--- src/rtl/pdfu_pkg.sv ---
package pdfu_pkg;
    localparam logic [3:0] OPC_ADD = 4'd0;
    localparam logic [3:0] OPC_SUB = 4'd1;
    localparam logic [3:0] OPC_MUL = 4'd2;
    localparam logic [3:0] OPC_AND = 4'd3;
    localparam logic [3:0] OPC_GT  = 4'd4;
    localparam logic [3:0] OPC_SEL = 4'd5;

    typedef struct packed {
        logic [3:0] op;
        logic       pred_en;
        logic       pred_pol;
    } cfg_t;
endpackage

--- src/rtl/pdfu_cfg.sv ---
module pdfu_cfg
    import pdfu_pkg::*;
(
    input  logic clk,
    input  logic rst_n,
    input  logic load_en,
    input  cfg_t cfg_in,
    output cfg_t cfg_q
);
    cfg_t cfg_d;

    always_comb begin
        cfg_d = cfg_q;
        if (load_en) begin
            cfg_d = cfg_in;
        end
    end

    always_ff @(posedge clk) begin
        if (!rst_n) begin
            cfg_q <= '{op: OPC_ADD, pred_en: 1'b0, pred_pol: 1'b0};
        end else begin
            cfg_q <= cfg_d;
        end
    end
endmodule

--- src/rtl/pdfu_alu.sv ---
module pdfu_alu
    import pdfu_pkg::*;
#(
    parameter int W = 8
) (
    input  logic [3:0]   op,
    input  logic [W-1:0] a,
    input  logic         a_ok,
    input  logic [W-1:0] b,
    input  logic         b_ok,
    output logic [W-1:0] res,
    output logic         res_ok
);
    localparam int PW = 2 * W;

    logic [PW-1:0] prod;
    logic          gt;

    always_comb begin
        prod   = PW'(a) * PW'(b);
        gt     = a > b;
        res    = a + b;
        res_ok = a_ok & b_ok;
        case (op)
            OPC_SUB: res = a - b;
            OPC_MUL: res = prod[W-1:0];
            OPC_AND: res = a & b;
            OPC_GT:  res = {{(W-1){1'b0}}, gt};
            OPC_SEL: begin
                if (b_ok) begin
                    res    = b;
                    res_ok = 1'b1;
                end else begin
                    res    = a;
                    res_ok = a_ok;
                end
            end
            default: res = a + b;
        endcase
    end
endmodule

--- src/rtl/pdfu_pred.sv ---
module pdfu_pred (
    input  logic pred_en,
    input  logic pred_pol,
    input  logic p_bit,
    input  logic p_ok,
    input  logic raw_ok,
    output logic gated_ok
);
    logic taken;

    always_comb begin
        taken    = p_ok & (p_bit ^ pred_pol);
        gated_ok = pred_en ? (raw_ok & taken) : raw_ok;
    end
endmodule

--- src/rtl/pdfu_tile.sv ---
module pdfu_tile
    import pdfu_pkg::*;
#(
    parameter int W = 8
) (
    input  logic         clk,
    input  logic         rst_n,
    input  logic         cfg_load,
    input  logic [3:0]   cfg_op,
    input  logic         cfg_pred_en,
    input  logic         cfg_pred_pol,
    input  logic         a_valid,
    output logic         a_ready,
    input  logic [W-1:0] a_data,
    input  logic         a_ok,
    input  logic         b_valid,
    output logic         b_ready,
    input  logic [W-1:0] b_data,
    input  logic         b_ok,
    input  logic         p_valid,
    output logic         p_ready,
    input  logic         p_bit,
    input  logic         p_ok,
    output logic         o_valid,
    input  logic         o_ready,
    output logic [W-1:0] o_data,
    output logic         o_ok
);
    typedef struct packed {
        logic         full;
        logic [W-1:0] data;
        logic         ok;
    } out_t;

    out_t   out_d, out_q;
    cfg_t   cfg_q;
    cfg_t   cfg_new;
    logic   cfg_take;
    logic   have_all;
    logic   room;
    logic   fire;
    logic [W-1:0] alu_res;
    logic   alu_ok;
    logic   final_ok;

    assign cfg_new  = '{op: cfg_op, pred_en: cfg_pred_en, pred_pol: cfg_pred_pol};
    assign cfg_take = cfg_load & ~out_q.full;

    pdfu_cfg u_cfg (
        .clk     (clk),
        .rst_n   (rst_n),
        .load_en (cfg_take),
        .cfg_in  (cfg_new),
        .cfg_q   (cfg_q)
    );

    pdfu_alu #(.W(W)) u_alu (
        .op     (cfg_q.op),
        .a      (a_data),
        .a_ok   (a_ok),
        .b      (b_data),
        .b_ok   (b_ok),
        .res    (alu_res),
        .res_ok (alu_ok)
    );

    pdfu_pred u_pred (
        .pred_en  (cfg_q.pred_en),
        .pred_pol (cfg_q.pred_pol),
        .p_bit    (p_bit),
        .p_ok     (p_ok),
        .raw_ok   (alu_ok),
        .gated_ok (final_ok)
    );

    always_comb begin
        have_all = a_valid & b_valid & (p_valid | ~cfg_q.pred_en);
        room     = ~out_q.full | o_ready;
        fire     = have_all & room & ~cfg_load;
        out_d    = out_q;
        if (fire) begin
            out_d.full = 1'b1;
            out_d.data = alu_res;
            out_d.ok   = final_ok;
        end else if (o_ready) begin
            out_d.full = 1'b0;
        end
    end

    always_ff @(posedge clk) begin
        if (!rst_n) begin
            out_q <= '0;
        end else begin
            out_q <= out_d;
        end
    end

    assign a_ready = fire;
    assign b_ready = fire;
    assign p_ready = fire & cfg_q.pred_en;
    assign o_valid = out_q.full;
    assign o_data  = out_q.data;
    assign o_ok    = out_q.ok;
endmodule

--- config.mk ---
export PLATFORM = sky130hd
export DESIGN_NAME = pdfu_tile
export DESIGN_NICKNAME = d
export VERILOG_FILES = /design/src/rtl/pdfu_pkg.sv /design/src/rtl/pdfu_cfg.sv /design/src/rtl/pdfu_alu.sv /design/src/rtl/pdfu_pred.sv /design/src/rtl/pdfu_tile.sv
export SDC_FILE = /design/constraint.sdc
export NUM_CORES = 1
export LEC_CHECK = 0
export BUFFER_PORTS_ARGS = -buffer_cell sky130_fd_sc_hd__buf_4
export CAP_MARGIN = 25
export CORE_MARGIN = 5
export CORE_UTILIZATION = 40
export DETAILED_ROUTE_END_ITERATION = 10
export MAX_ROUTING_LAYER = met4
export SETUP_SLACK_MARGIN = 0.4
export SYNTH_ARGS = -nofsm -noshare
export SYNTH_HDL_FRONTEND = slang
export SYNTH_SLANG_ARGS = --single-unit
--- constraint.sdc ---
create_clock -name clk -period 4.7 [get_ports clk]
set_clock_uncertainty 0.1 [all_clocks]
set_input_delay 0.47 -clock clk [delete_from_list [all_inputs] [get_ports clk]]
set_output_delay 0.47 -clock clk [all_outputs]
set_load 0.05 [all_outputs]
=== Word-level counts from Yosys, hierarchy flattened ===
Cells that the tools add are included.

* Word-level logic and storage cells: 39
* Bits of input ports: 33
* Register bits: 16

* Reduce and logical (&&, ||, !) cells: 1
* Magnitude comparators: 1
* Multiplexer cells: 7
* Equality and inequality tests: 5
* Multipliers: 1
* Bitwise gates (word level): 16
* $add $sub $neg: 2

{| class="wikitable"
|+ Operators by type and width
! kind !! number
|-
| $pmux 8 s5 || 1
|-
| $and 1x1->1 || 9
|-
| $add 8x8->8 || 1
|-
| $and 8x8->8 || 1
|-
| $eq 4x2->1 const B || 2
|-
| $eq 4x3->1 const B || 2
|-
| $gt 8x8->1 || 1
|-
| $mul 8x8->8 || 1
|-
| $mux 8 || 1
|-
| $sub 8x8->8 || 1
|-
| $mux 1 || 5
|-
| $eq 4x1->1 const B || 1
|-
| $not 1->1 || 3
|-
| $or 1x1->1 || 2
|-
| $reduce_bool 2->1 || 1
|-
| $xor 1x1->1 || 1
|}

=== Longest topological paths before layout ===
Gate-level depths: netlist of the first run.

* Depth in word-level cells: 6
* Depth in mapped cells: 16
* Gate-level depth less buffers: 16

=== Hierarchy ===
Synthesis of the first run repeated with hierarchy kept, for this count alone.

* Cell total of the unflattened synthesis: 309
* Area, all modules: 2531.2 um^2

{| class="wikitable"
|+ By module, submodules not included
! module !! area each (um^2) !! sequential area each (um^2) !! cells each !! times used
|-
| pdfu_alu || 1826.8 || 0.0 || 238 || 1
|-
| pdfu_tile || 452.9 || 200.2 || 48 || 1
|-
| pdfu_cfg || 229.0 || 120.1 || 19 || 1
|-
| pdfu_pred || 22.5 || 0.0 || 4 || 1
|}

=== Worst setup path after synthesis of the first run ===
Ideal clock, no wire load.

* Kind: input to register
* Start: in a_data[2]
* End: reg out_q, in the netlist o_data[7]
* Path buffers: 0
* Slack: 0.414 ns
* Library setup time: 0.136 ns
* Cell stages on the path: 16
* Arrival: 4.051 ns
* Data required time: 4.464 ns
* Path through: ha_1 > inv_1 > fa_1 > inv_1 > fa_1 > ha_1 > inv_1 > fa_1 > inv_1 > ha_1 > a21o_1 > a21oi_1 > xnor3_1 > xnor3_1 > a221oi_2 > a41oi_2

* Cells in the longest elaborated chain, start to end: 2

{| class="wikitable"
|+ Ends and longest elaborated chain
! what !! line !! text
|-
| from (decl) || pdfu_tile.sv:14 || <nowiki>input logic [W-1:0] a_data,</nowiki>
|-
| $mul 8x8->8 (tied with other cells) || pdfu_alu.sv:20 || <nowiki>prod = PW'(a) * PW'(b);</nowiki>
|-
| $pmux 8 s5 (*) || pdfu_alu.sv:24 || <nowiki>case (op)</nowiki>
|-
| to (signal assigned) || pdfu_tile.sv:94 || <nowiki>out_q <= out_d;</nowiki>
|-
| to (decl) || pdfu_tile.sv:35 || <nowiki>out_t out_d, out_q;</nowiki>
|}

Every way passes the cells marked *; elsewhere a longest branch is shown, timed or not.
A chain may end at the register's enable or synchronous reset.

=== Worst setup path in the final report of the first run ===
* Start: in a_data[3]
* End: reg out_q, in the netlist o_data[7]

The elaborated chain is that of the path after synthesis.

==> run_results.csv, run 1 <==
group,metric,value,unit
synth,syn-cell-area,2572,µm²
cells_and_area,final_cell_mix,"50 x buf_4, 43 x inv_1, 29 x ha_1, 23 x nand2_1, 21 x nor2_1",
sta,hold_viol,0,
floorplanning,fp.dieH,90.20,µm
sta,slew_headroom,30.57,%
detailed_routing,finalWirelength,6808,µm
synth,synth-main-ff-cell,"dfxtp_1",
placed_design,dpl.hpwl,5500,µm
cells_and_area,layout_commonest_cell,"buf_4",
cts,tritoncts,"done",
placed_design,io_buffers,45,
hold_path,worstHoldStart,"cfg_pred_pol",
detailed_routing,drt_iter0_markers,156,
detailed_routing,drcViolationCount,0,
sta,period_minus_slack,4108,ps
floorplanning,rows,29,
pwr,pwr-share-comb,59.1,%
setup_path,cp.arrival,4140,ps
cts,postCtsSetupBuffers,0,
job,maxCapViolations,0,
global_route,grt.total_usage,16.89,%
sta,tightest_slew,1033,ps
global_route,grt_pass1_vias,2294,
placed_design,dp_slack,94.05,ps
cells_and_area,antennaDiodeCount,0,
synth,synth_cells,318,
synth,synth_xor_xnor_area_share,8.171,%
floorplanning,fp.dieW,90.20,µm
synth,ys_ff_latch,16,
pwr,ir_drop,0.0001189,V
setup_path,slowest_stage,"fa_1",
status,outcome,"completed",
sta,fmax,243.4,MHz
synth,synth_top_family_by_area,"adder cells",
synth,syn_avg_cell_area,8.090,µm²
cts,clkTransAtPathRegs,70,ps
pwr,clkPwrFrac,18.3,%
setup_path,max_stage_delay,540,ps
cells_and_area,area_growth,19.16,%
setup_path,crit_chain,"buf_4, ha_2, fa_1, ha_1, fa_1, inv_1, fa_1, inv_1, ha_1, a21oi_2, xnor3_1, xnor3_1, a221oi_2, a41oi_2",
synth,synth_edf_count,0,
synth,seq_area_frac_synth,12.45,%
detailed_routing,via_per_inst,5.369,
detailed_routing,vias,2330,
pwr,pwr-share-seq,22.6,%
detailed_routing,drt-pass1-iter-count,4,
setup_path,startpoint,"a_data[3]",
pwr,internal_power,402.5,µW
synth,ys_types,52,
synth,synthMuxAreaShare,6.615,%
detailed_routing,avgRoutedWirePerCell,15.69,µm
pwr,p_switching,276.2,µW
cts,cts_root_buf,"clkbuf_8",
synth,ys_warn_count,0,
setup_path,crit_top_cell,"fa_1",
cts,clock_latency,250,ps
cts,cts-htree-levels,1,
floorplanning,dieArea,8135,µm²
pwr,p_leak,0.001485,µW
cts,cts_buffers,3,
synth,syn_nets,397,
pwr,powerDensity,221.4,nW/µm²
sta,finalSetupViolCount,0,
setup_path,cp-start-kind,"primary input",
synth,synthAdderAreaFrac,26.46,%
global_route,grt_max_degree,23,
setup_path,worstPathMaxFanout,7,
floorplanning,start_util,40.75,%
hold_path,hold_class,"primary input to register",
synth,synth-compound-area-share,19.26,%
sta,slew_viol_final,0,
detailed_routing,ant_nets,0,
cts,clock_path_buffers,2,
global_route,grt_remaining_overflow,0,
global_route,antenna_found_initial,0,
floorplanning,coreArea,6314,µm²
cells_and_area,drive_above_1_share,20.73,%
sta,post-route-period-util,87.41,%
pwr,swShare,40.69,%
cts,holdBufCountCts,0,
sta,fin_ws,591.7,ps
sta,grt_setup_unrepaired,"false",
global_route,grt_pass1_wl,11130,µm
setup_path,required,4730,ps
placed_design,gp_congestion,0.9013,
synth,yosys.area_share.simple,18.29,%
setup_path,critPathCaptureType,"register",
setup_path,setup.worst_path.class,"primary input to register",
sta,tns,0,ps
floorplanning,ios,46,
cts,numClockSinks,16,
cells_and_area,fillers,659,
cells_and_area,layout.nets,437,
setup_path,reg2reg_from,"u_cfg.cfg_q[4]$_SDFFE_PN0P_",
synth,async_flop_share,0,%
[path summary, 6_finish.rpt]
path / endpoint / slack (ps) / depth (start not counted)
setup reg to reg: o_data[5]$_SDFFE_PN0P_ / 2500 / 5
hold / removal: u_cfg.cfg_q[0]$_SDFFE_PN0P_ / 370 / 3
setup / recovery: o_data[7]$_SDFFE_PN0P_ / 590 / 14
hold reg to reg: o_ok$_SDFFE_PN0P_ / 380 / 2
[critical path, delay by kind of cell]
| family | cells | cell delay [ps] |
|---|---|---|
| buffers and inverters | 3 | 230 |
| xor gates and xnor gates | 2 | 430 |
| AOI/OAI and AO/OA | 3 | 570 |
| adders and majority gates | 6 | 2420 |
[metal layers]
metal	up-vias	wire [µm]	track usage (%)
li1	1157	-	-
met1	1093	3216	22.03
met2	72	3147	26.89
met3	8	356	2.421
met4	0	87	5.583
met5	-	0	-
[cells by family after synthesis]
group           after synthesis
simple gates                 90
compound gates               71
mux                          17
fa+ha+maj                    46
buf+inv                      58
xor+xnor                     20
flops                        16
[flip-flops by register name, indices dropped and copies added (netlist names)]
register     count
o_data           8
o_ok             1
o_valid          1
u_cfg.cfg_q      6
[power groups by stage]
stage	combinational [µW]	sequential, µW	clock (µW)
2_1_floorplan	270	169	0
3_3_place_gp	385	156	0
3_5_place_dp	388	157	0
4_1_cts	390	153	128
5_1_grt	448	155	130
6_report	401	154	124
[timing repair]
item	CTS	global route
setup endpoints to repair	1	1
pin swaps	2	1
gates resized for setup	1	4
cloned	0	0
[through the flow]
stage	power, µW	area [µm²]	cells	util (%)	hold slack, ps
floorplan	438.7	2572	318	-	403.2
global placement	541.3	2987	430	47.30	361.7
detailed placement	544.2	2987	430	47.30	379.1
CTS	672.3	3044	434	48.22	370.5
global route	733.4	3065	434	48.55	389.2
finish	678.7	3065	434	48.55	373.6
[cells in the mapped netlist, drive strengths merged (3+ instances only)]
cell type  count  area [µm²]
a21o           5       37.54
a21oi         17       85.08
a221oi         6       58.80
a31oi          3       18.77
and2          12       81.33
buf            4       22.52
clkbuf        11       41.29
dfxtp         16       320.3
fa            14       280.3
ha            32       400.4
inv           43       161.4
mux2i         17       170.2
nand2         25       98.84
nand2b         5       31.28
nand3          4       20.02
nor2          21       78.83
nor2b          9       56.30
nor3           6       30.03
nor4           3       33.78
o21ai         13       65.06
o21bai         3       22.52
o22ai          4       25.02
xnor2         14       130.1
xor2           4       35.03
[final cells by class]
type | count | area, µm² | area share [%]
sequential | 16 | 320.3 | 10.45
tap | 77 | 96.34 | 3.143
multi-input combinational | 244 | 2057 | 67.10
inverter | 43 | 161.4 | 5.265
clock buffer | 4 | 55.05 | 1.796
timing repair buffer | 50 | 375.4 | 12.24
Power figures use the tool's default switching activity.
==> run 2: changes to the inputs <==
--- a/config.mk
+++ b/config.mk
@@ -5,12 +5,14 @@
 export SDC_FILE = /design/constraint.sdc
 export NUM_CORES = 1
 export LEC_CHECK = 0
+export ABC_AREA = 1
 export BUFFER_PORTS_ARGS = -buffer_cell sky130_fd_sc_hd__buf_4
-export CAP_MARGIN = 25
+export CAP_MARGIN = 20
 export CORE_MARGIN = 5
 export CORE_UTILIZATION = 40
 export DETAILED_ROUTE_END_ITERATION = 10
 export MAX_ROUTING_LAYER = met4
+export PLACE_DENSITY = 0.65
 export SETUP_SLACK_MARGIN = 0.4
 export SYNTH_ARGS = -nofsm -noshare
 export SYNTH_HDL_FRONTEND = slang
==> run_results.csv, run 2 <==
group,metric,value,unit
cells_and_area,largest_reg_flops,8,
synth,synthTopCellsByArea,"nand2_1 16%, ha_1 14%, inv_1 13%",
detailed_routing,drt_iter0_markers,193,
synth,syn-cell-area,2809,µm²
placed_design,dpl.hpwl,6759,µm
pwr,swShare,45.46,%
cells_and_area,fillers,760,
sta,post-route-period-util,84.36,%
placed_design,io_buffers,45,
detailed_routing,ant_nets,0,
cts,clock_path_buffers,2,
setup_path,cp.arrival,3990,ps
synth,synth_top_cell_by_area,"nand2_1",
synth,synthAdderAreaFrac,24.59,%
detailed_routing,drcViolationCount,0,
synth,synth_cells,457,
pwr,ir_drop,0.00007313,V
sta,finalSetupViolCount,0,
cts,holdBufCountCts,0,
sta,fin_hold_ws,362.1,ps
floorplanning,rows,30,
synth,synth_commonest_cells,"123 x nand2_1, 97 x inv_1, 32 x ha_1",
cells_and_area,drive_above_1_share,14.52,%
synth,syn_avg_cell_area,6.146,µm²
setup_path,reg2reg_from,"u_cfg.cfg_q[5]$_SDFFE_PN0P_",
sta,slew_viol_final,0,
cts,cts-htree-levels,1,
status,outcome,"completed",
cts,cts_buffers,3,
pwr,clkPwrFrac,17.4,%
detailed_routing,vias,2908,
pwr,pwr-share-seq,21.7,%
synth,ys_ff_latch,16,
cells_and_area,antennaDiodeCount,0,
global_route,antenna_found_initial,0,
synth,yosys.area_share.simple,31.58,%
hold_path,hold_class,"register to register",
cells_and_area,layout.nets,576,
cts,cts_root_buf,"clkbuf_8",
setup_path,worstPathMaxFanout,9,
sta,period_minus_slack,3965,ps
setup_path,startpoint,"a_data[2]",
synth,async_flop_share,0,%
global_route,grt_max_degree,17,
cells_and_area,final_cell_mix,"123 x nand2_1, 97 x inv_1, 46 x buf_4, 31 x nand3_1, 31 x ha_1",
pwr,powerDensity,212.1,nW/µm²
job,maxCapViolations,0,
pwr,p_leak,0.001889,µW
setup_path,regToRegSetupSlack,2960,ps
sta,fmax,252.2,MHz
pwr,p_switching,315.4,µW
sta,grt_setup_unrepaired,"false",
setup_path,worstReg2RegEnd,"o_data[4]$_SDFFE_PN0P_",
sta,hold_viol,0,
pwr,total_power,693.8,µW
cts,tritoncts,"done",
global_route,grt.total_usage,19.46,%
detailed_routing,avgRoutedWirePerCell,13.47,µm
floorplanning,coreArea,6832,µm²
sta,tns,0,ps
synth,synth_xor_xnor_area_share,1.247,%
setup_path,r2r_cells,9,
sta,slew_headroom,75.95,%
placed_design,gp_congestion,0.9846,
synth,syn_nets,536,
cts,clkTransAtPathRegs,60,ps
pwr,internal_power,378.4,µW
synth,yosysTopAreaCellShare,16.44,%
cells_and_area,area_growth,16.44,%
floorplanning,start_util,41.12,%
setup_path,cp-start-kind,"primary input",
synth,synth-main-ff-cell,"dfxtp_1",
floorplanning,fp.dieH,93.80,µm
floorplanning,ios,46,
setup_path,critPathCaptureType,"register",
global_route,grt_remaining_overflow,0,
detailed_routing,via_per_inst,4.912,
synth,synth-compound-area-share,14.79,%
sta,tightest_slew,357.0,ps
detailed_routing,finalWirelength,7976,µm
cts,numClockSinks,16,
synth,synth_edf_count,0,
floorplanning,dieArea,8798,µm²
setup_path,setup.worst_path.class,"primary input to register",
setup_path,required,4730,ps
cells_and_area,layout_commonest_cell,"nand2_1",
global_route,grt_pass1_vias,2765,
synth,synth_top_family_by_area,"simple AND/OR/NAND/NOR gates",
synth,ys_warn_count,0,
synth,ys_types,39,
synth,seq_area_frac_synth,11.40,%
synth,synthMuxAreaShare,0,%
setup_path,cp-endpoint,"o_data[5]$_SDFFE_PN0P_",
cells_and_area,fin_util,47.88,%
global_route,grt_pass1_wl,13470,µm
cts,clock_latency,250,ps
floorplanning,fp.dieW,93.80,µm
pwr,pwr-share-comb,60.9,%
detailed_routing,drt-pass1-iter-count,4,
synth,synth_most_common_cell,"nand2_1",
[run 2: per-stage QoR]
| step | cell area [µm²] | setup WS [ps] | instances |
|---|---|---|---|
| floorplan | 2809 | 638.8 | 457 |
| global placement | 3201 | 490.8 | 588 |
| detailed placement | 3201 | 364.6 | 588 |
| CTS | 3256 | 613.6 | 592 |
| global route | 3271 | 411.6 | 592 |
| finish | 3271 | 735.2 | 592 |
[run 2: metal layers]
layer	part of all wire, %	GRT usage (%)
met1	48	27.03
met2	45	31.16
met3	5.9	2.083
met4	1.6	3.008
met5	0	-
[run 2: timing repair]
| action | CTS | global route |
|---|---|---|
| endpoints found under the setup margin | 0 | 1 |
| buffers inserted | 0 | 0 |
| gates resized for setup | 0 | 2 |
[run 2: worst max-delay path, stage by stage]
cell,delay (ps)
buf_4,150
ha_1,170
inv_1,90
fa_1,460
inv_1,100
fa_1,400
ha_1,310
inv_1,60
fa_1,530
inv_1,40
ha_1,340
or2_2,310
nand3_1,100
o21ai_0,90
nor3_1,140
nand2_1,80
nand3_1,90
a21oi_1,60
[run 2: cell type report]
cell class	count	area [µm²]	share of cell area [%]
well taps	96	120.1	3.673
flip-flops and latches	16	320.3	9.793
clock buffers	4	55.05	1.683
inverters	103	386.6	11.82
multi-input cells	327	2043	62.47
repair buffers	46	345.3	10.56
[run 2: kinds of logic after synthesis]
kind of cell,Yosys count
AO/OA/AOI/OAI,72
XOR/XNOR,4
adder cells (fa/ha/maj),47
buffers and inverters,114
flip-flops,16
AND/OR/NAND/NOR,204
[run 2: power groups by stage]
stage | Combinational, µW | Clock [µW] | Sequential (µW)
after floorplan | 280 | 0 | 167
after global placement | 401 | 0 | 153
after detailed placement | 409 | 0 | 153
after CTS | 412 | 122 | 150
after global routing | 483 | 133 | 151
final | 423 | 121 | 150
[run 2: how the worst min path moves through the flow]
stage                                start                           to  slack (ps)  cells past startpoint
5_1_grt             o_data[2]$_SDFFE_PN0P_       o_data[2]$_SDFFE_PN0P_         390                      2
3_5_place_dp        o_data[5]$_SDFFE_PN0P_       o_data[5]$_SDFFE_PN0P_         360                      2
3_3_place_gp        o_data[2]$_SDFFE_PN0P_       o_data[2]$_SDFFE_PN0P_         360                      2
4_1_cts             o_data[5]$_SDFFE_PN0P_       o_data[5]$_SDFFE_PN0P_         370                      2
2_1_floorplan  u_cfg.cfg_q[0]$_SDFFE_PN0P_  u_cfg.cfg_q[0]$_SDFFE_PN0P_         370                      2
6_report            o_data[5]$_SDFFE_PN0P_       o_data[5]$_SDFFE_PN0P_         360                      2
==> run 3: changes to the inputs <==
--- a/config.mk
+++ b/config.mk
@@ -12,7 +12,7 @@
 export CORE_UTILIZATION = 40
 export DETAILED_ROUTE_END_ITERATION = 10
 export MAX_ROUTING_LAYER = met4
-export PLACE_DENSITY = 0.65
+export PLACE_DENSITY = 0.67
 export SETUP_SLACK_MARGIN = 0.4
 export SYNTH_ARGS = -nofsm -noshare
 export SYNTH_HDL_FRONTEND = slang
==> constraint.sdc (replaced) <==
create_clock -name clk -period 3.6 [get_ports clk]
set_clock_uncertainty 0.1 [all_clocks]
set_input_delay 0.36 -clock clk [delete_from_list [all_inputs] [get_ports clk]]
set_output_delay 0.36 -clock clk [all_outputs]
set_load 0.05 [all_outputs]
==> run_results.csv, run 3 (synthesis gave the netlist of run 2 again) <==
group,metric,value,unit
hold_path,hold_class,"primary input to register",
pwr,pwr-share-seq,18.4,%
cells_and_area,fin_area,3737,µm²
cts,cts-htree-levels,1,
cells_and_area,layout_commonest_cell,"nand2_1",
detailed_routing,via_per_inst,4.875,
sta,finalSetupViolCount,0,
setup_path,critPathCaptureType,"register",
cells_and_area,layout.nets,610,
cts,clock_latency,250,ps
sta,tightest_slew,374.7,ps
global_route,grt.total_usage,18.71,%
setup_path,max_stage_delay,550,ps
setup_path,slowest_stage,"fa_1",
job,maxCapViolations,0,
floorplanning,dieArea,8798,µm²
sta,grt_setup_unrepaired,"true",
global_route,grt_remaining_overflow,0,
cts,numClockSinks,16,
global_route,grt_pass1_vias,2861,
setup_path,setup.worst_path.class,"primary input to register",
cells_and_area,drive_above_1_share,24.91,%
cts,clock_path_buffers,2,
floorplanning,start_util,41.12,%
global_route,grt_pass1_wl,12980,µm
pwr,internal_power,613.6,µW
detailed_routing,finalWirelength,8047,µm
sta,fmax,282.1,MHz
status,outcome,"completed",
pwr,ir_drop,0.0001191,V
sta,post-route-period-util,98.47,%
detailed_routing,ant_nets,0,
setup_path,crit_buf_inv,5,
global_route,grt_max_degree,17,
sta,slew_headroom,74.70,%
floorplanning,fp.dieH,93.80,µm
setup_path,cp.arrival,3600,ps
cells_and_area,final_cell_mix,"116 x nand2_1, 90 x inv_1, 66 x buf_4, 30 x nor2_1, 29 x nand3_1",
setup_path,required,3650,ps
detailed_routing,drcViolationCount,0,
setup_path,worstPathMaxFanout,4,
placed_design,post_dp_cell_area,3462,µm²
sta,hold_viol,0,
placed_design,dpl.hpwl,6737,µm
cts,cts_root_buf,"clkbuf_8",
sta,period_minus_slack,3545,ps
pwr,swShare,42.40,%
cells_and_area,largest_reg_flops,8,
floorplanning,rows,30,
cts,cts_buffers,3,
floorplanning,ios,46,
detailed_routing,vias,3052,
setup_path,crit_chain,"buf_8, ha_4, fa_1, ha_4, fa_1, inv_1, fa_1, inv_2, ha_4, nand2_1, nor2_1, nor2_1, nand3_1, nand2_1, nand2_1, inv_1, nor2_1, nand2_1, nand3_1, nand4_1, nand2_1, inv_1",
floorplanning,fp.dieW,93.80,µm
pwr,p_leak,0.002102,µW
placed_design,io_buffers,45,
placed_design,gp_congestion,0.9643,
cts,tritoncts,"done",
setup_path,cp-start-kind,"primary input",
setup_path,critPathTopFamily,"adder cells",
floorplanning,coreArea,6832,µm²
pwr,p_switching,451.7,µW
detailed_routing,drt-pass1-iter-count,4,
pwr,pwr-share-comb,66.5,%
sta,fin_hold_ws,263.2,ps
cells_and_area,antennaDiodeCount,0,
sta,slew_viol_final,0,
cells_and_area,area_growth,33.05,%
cts,clkTransAtPathRegs,70,ps
detailed_routing,avgRoutedWirePerCell,12.85,µm
setup_path,crit_top_cell,"nand2_1",
cts,holdBufCountCts,0,
pwr,clkPwrFrac,15.1,%
pwr,powerDensity,285.0,nW/µm²
global_route,antenna_found_initial,0,
detailed_routing,drt_iter0_markers,203,
[run 3: changes by cell type in the layout (fill, tap and decap cells not counted), sizes merged]
| cell | delta |
|---|---|
| buf | +34 |
[run 3: power by group through the flow]
stage	Combinational (µW)	Clock [µW]	Sequential [µW]
4_1_cts	665	164	196
5_1_grt	788	172	198
3_5_place_dp	595	0	200
2_1_floorplan	396	0	218
3_3_place_gp	582	0	200
6_report	708	161	196
[run 3: path summary, 6_finish.rpt]
| check | from | slack [ps] | to | depth (start not counted) |
|---|---|---|---|---|
| setup reg to reg | u_cfg.cfg_q[2]$_SDFFE_PN0P_ | 1860 | o_data[2]$_SDFFE_PN0P_ | 6 |
| hold reg to reg | o_data[4]$_SDFFE_PN0P_ | 370 | o_data[4]$_SDFFE_PN0P_ | 2 |
| setup / recovery | b_data[3] | 60 | o_data[7]$_SDFFE_PN0P_ | 22 |
| hold / removal | cfg_op[0] | 260 | u_cfg.cfg_q[2]$_SDFFE_PN0P_ | 3 |
[run 3: stage by stage]
stage	utilization (%)	cells	worst slack [ps]	TNS, ps	power, µW
6_report	54.71	626	55.18	0	1065
5_1_grt	54.71	626	-102.4	-163.8	1158
4_1_cts	54.07	622	79.48	0	1025
3_5_place_dp	50.68	612	-247.3	-485.8	794.5
3_3_place_gp	50.68	612	-212.2	-427.8	781.7
2_1_floorplan	-	457	45.35	0	614.4
[run 3: worst reg2reg max path, cell delays in order, from the launching register on]
cell       delay (ps)
dfxtp_1           470
nand4_1           230
inv_1             330
a22oi_1           160
o2111ai_1         160
nand2_1            90
a21oi_1           120
[run 3: repair_timing]
item                                    4_1_cts  5_1_grt
buffers inserted                              6        4
gates cloned                                  0        0
resized for setup                            32        4
endpoints found under the setup margin        3        4
pin swaps                                    20       16
[run 3: area by class of cell]
cell class              instances  area [µm²]
multi-input cells             327        2158
fillers                       676        3094
flip-flops and latches         16       320.3
well taps                      96       120.1
repair buffers                 80       694.4
inverters                     103       389.1
clock buffers                   4       55.05
[run 3: layer usage]
layer	track usage [%]	vias to the layer above	wire [µm]
met2	31.64	79	3907
met5	-	-	0
li1	-	1572	-
met4	4.573	0	133
met1	24.21	1389	3615
met3	1.522	12	391
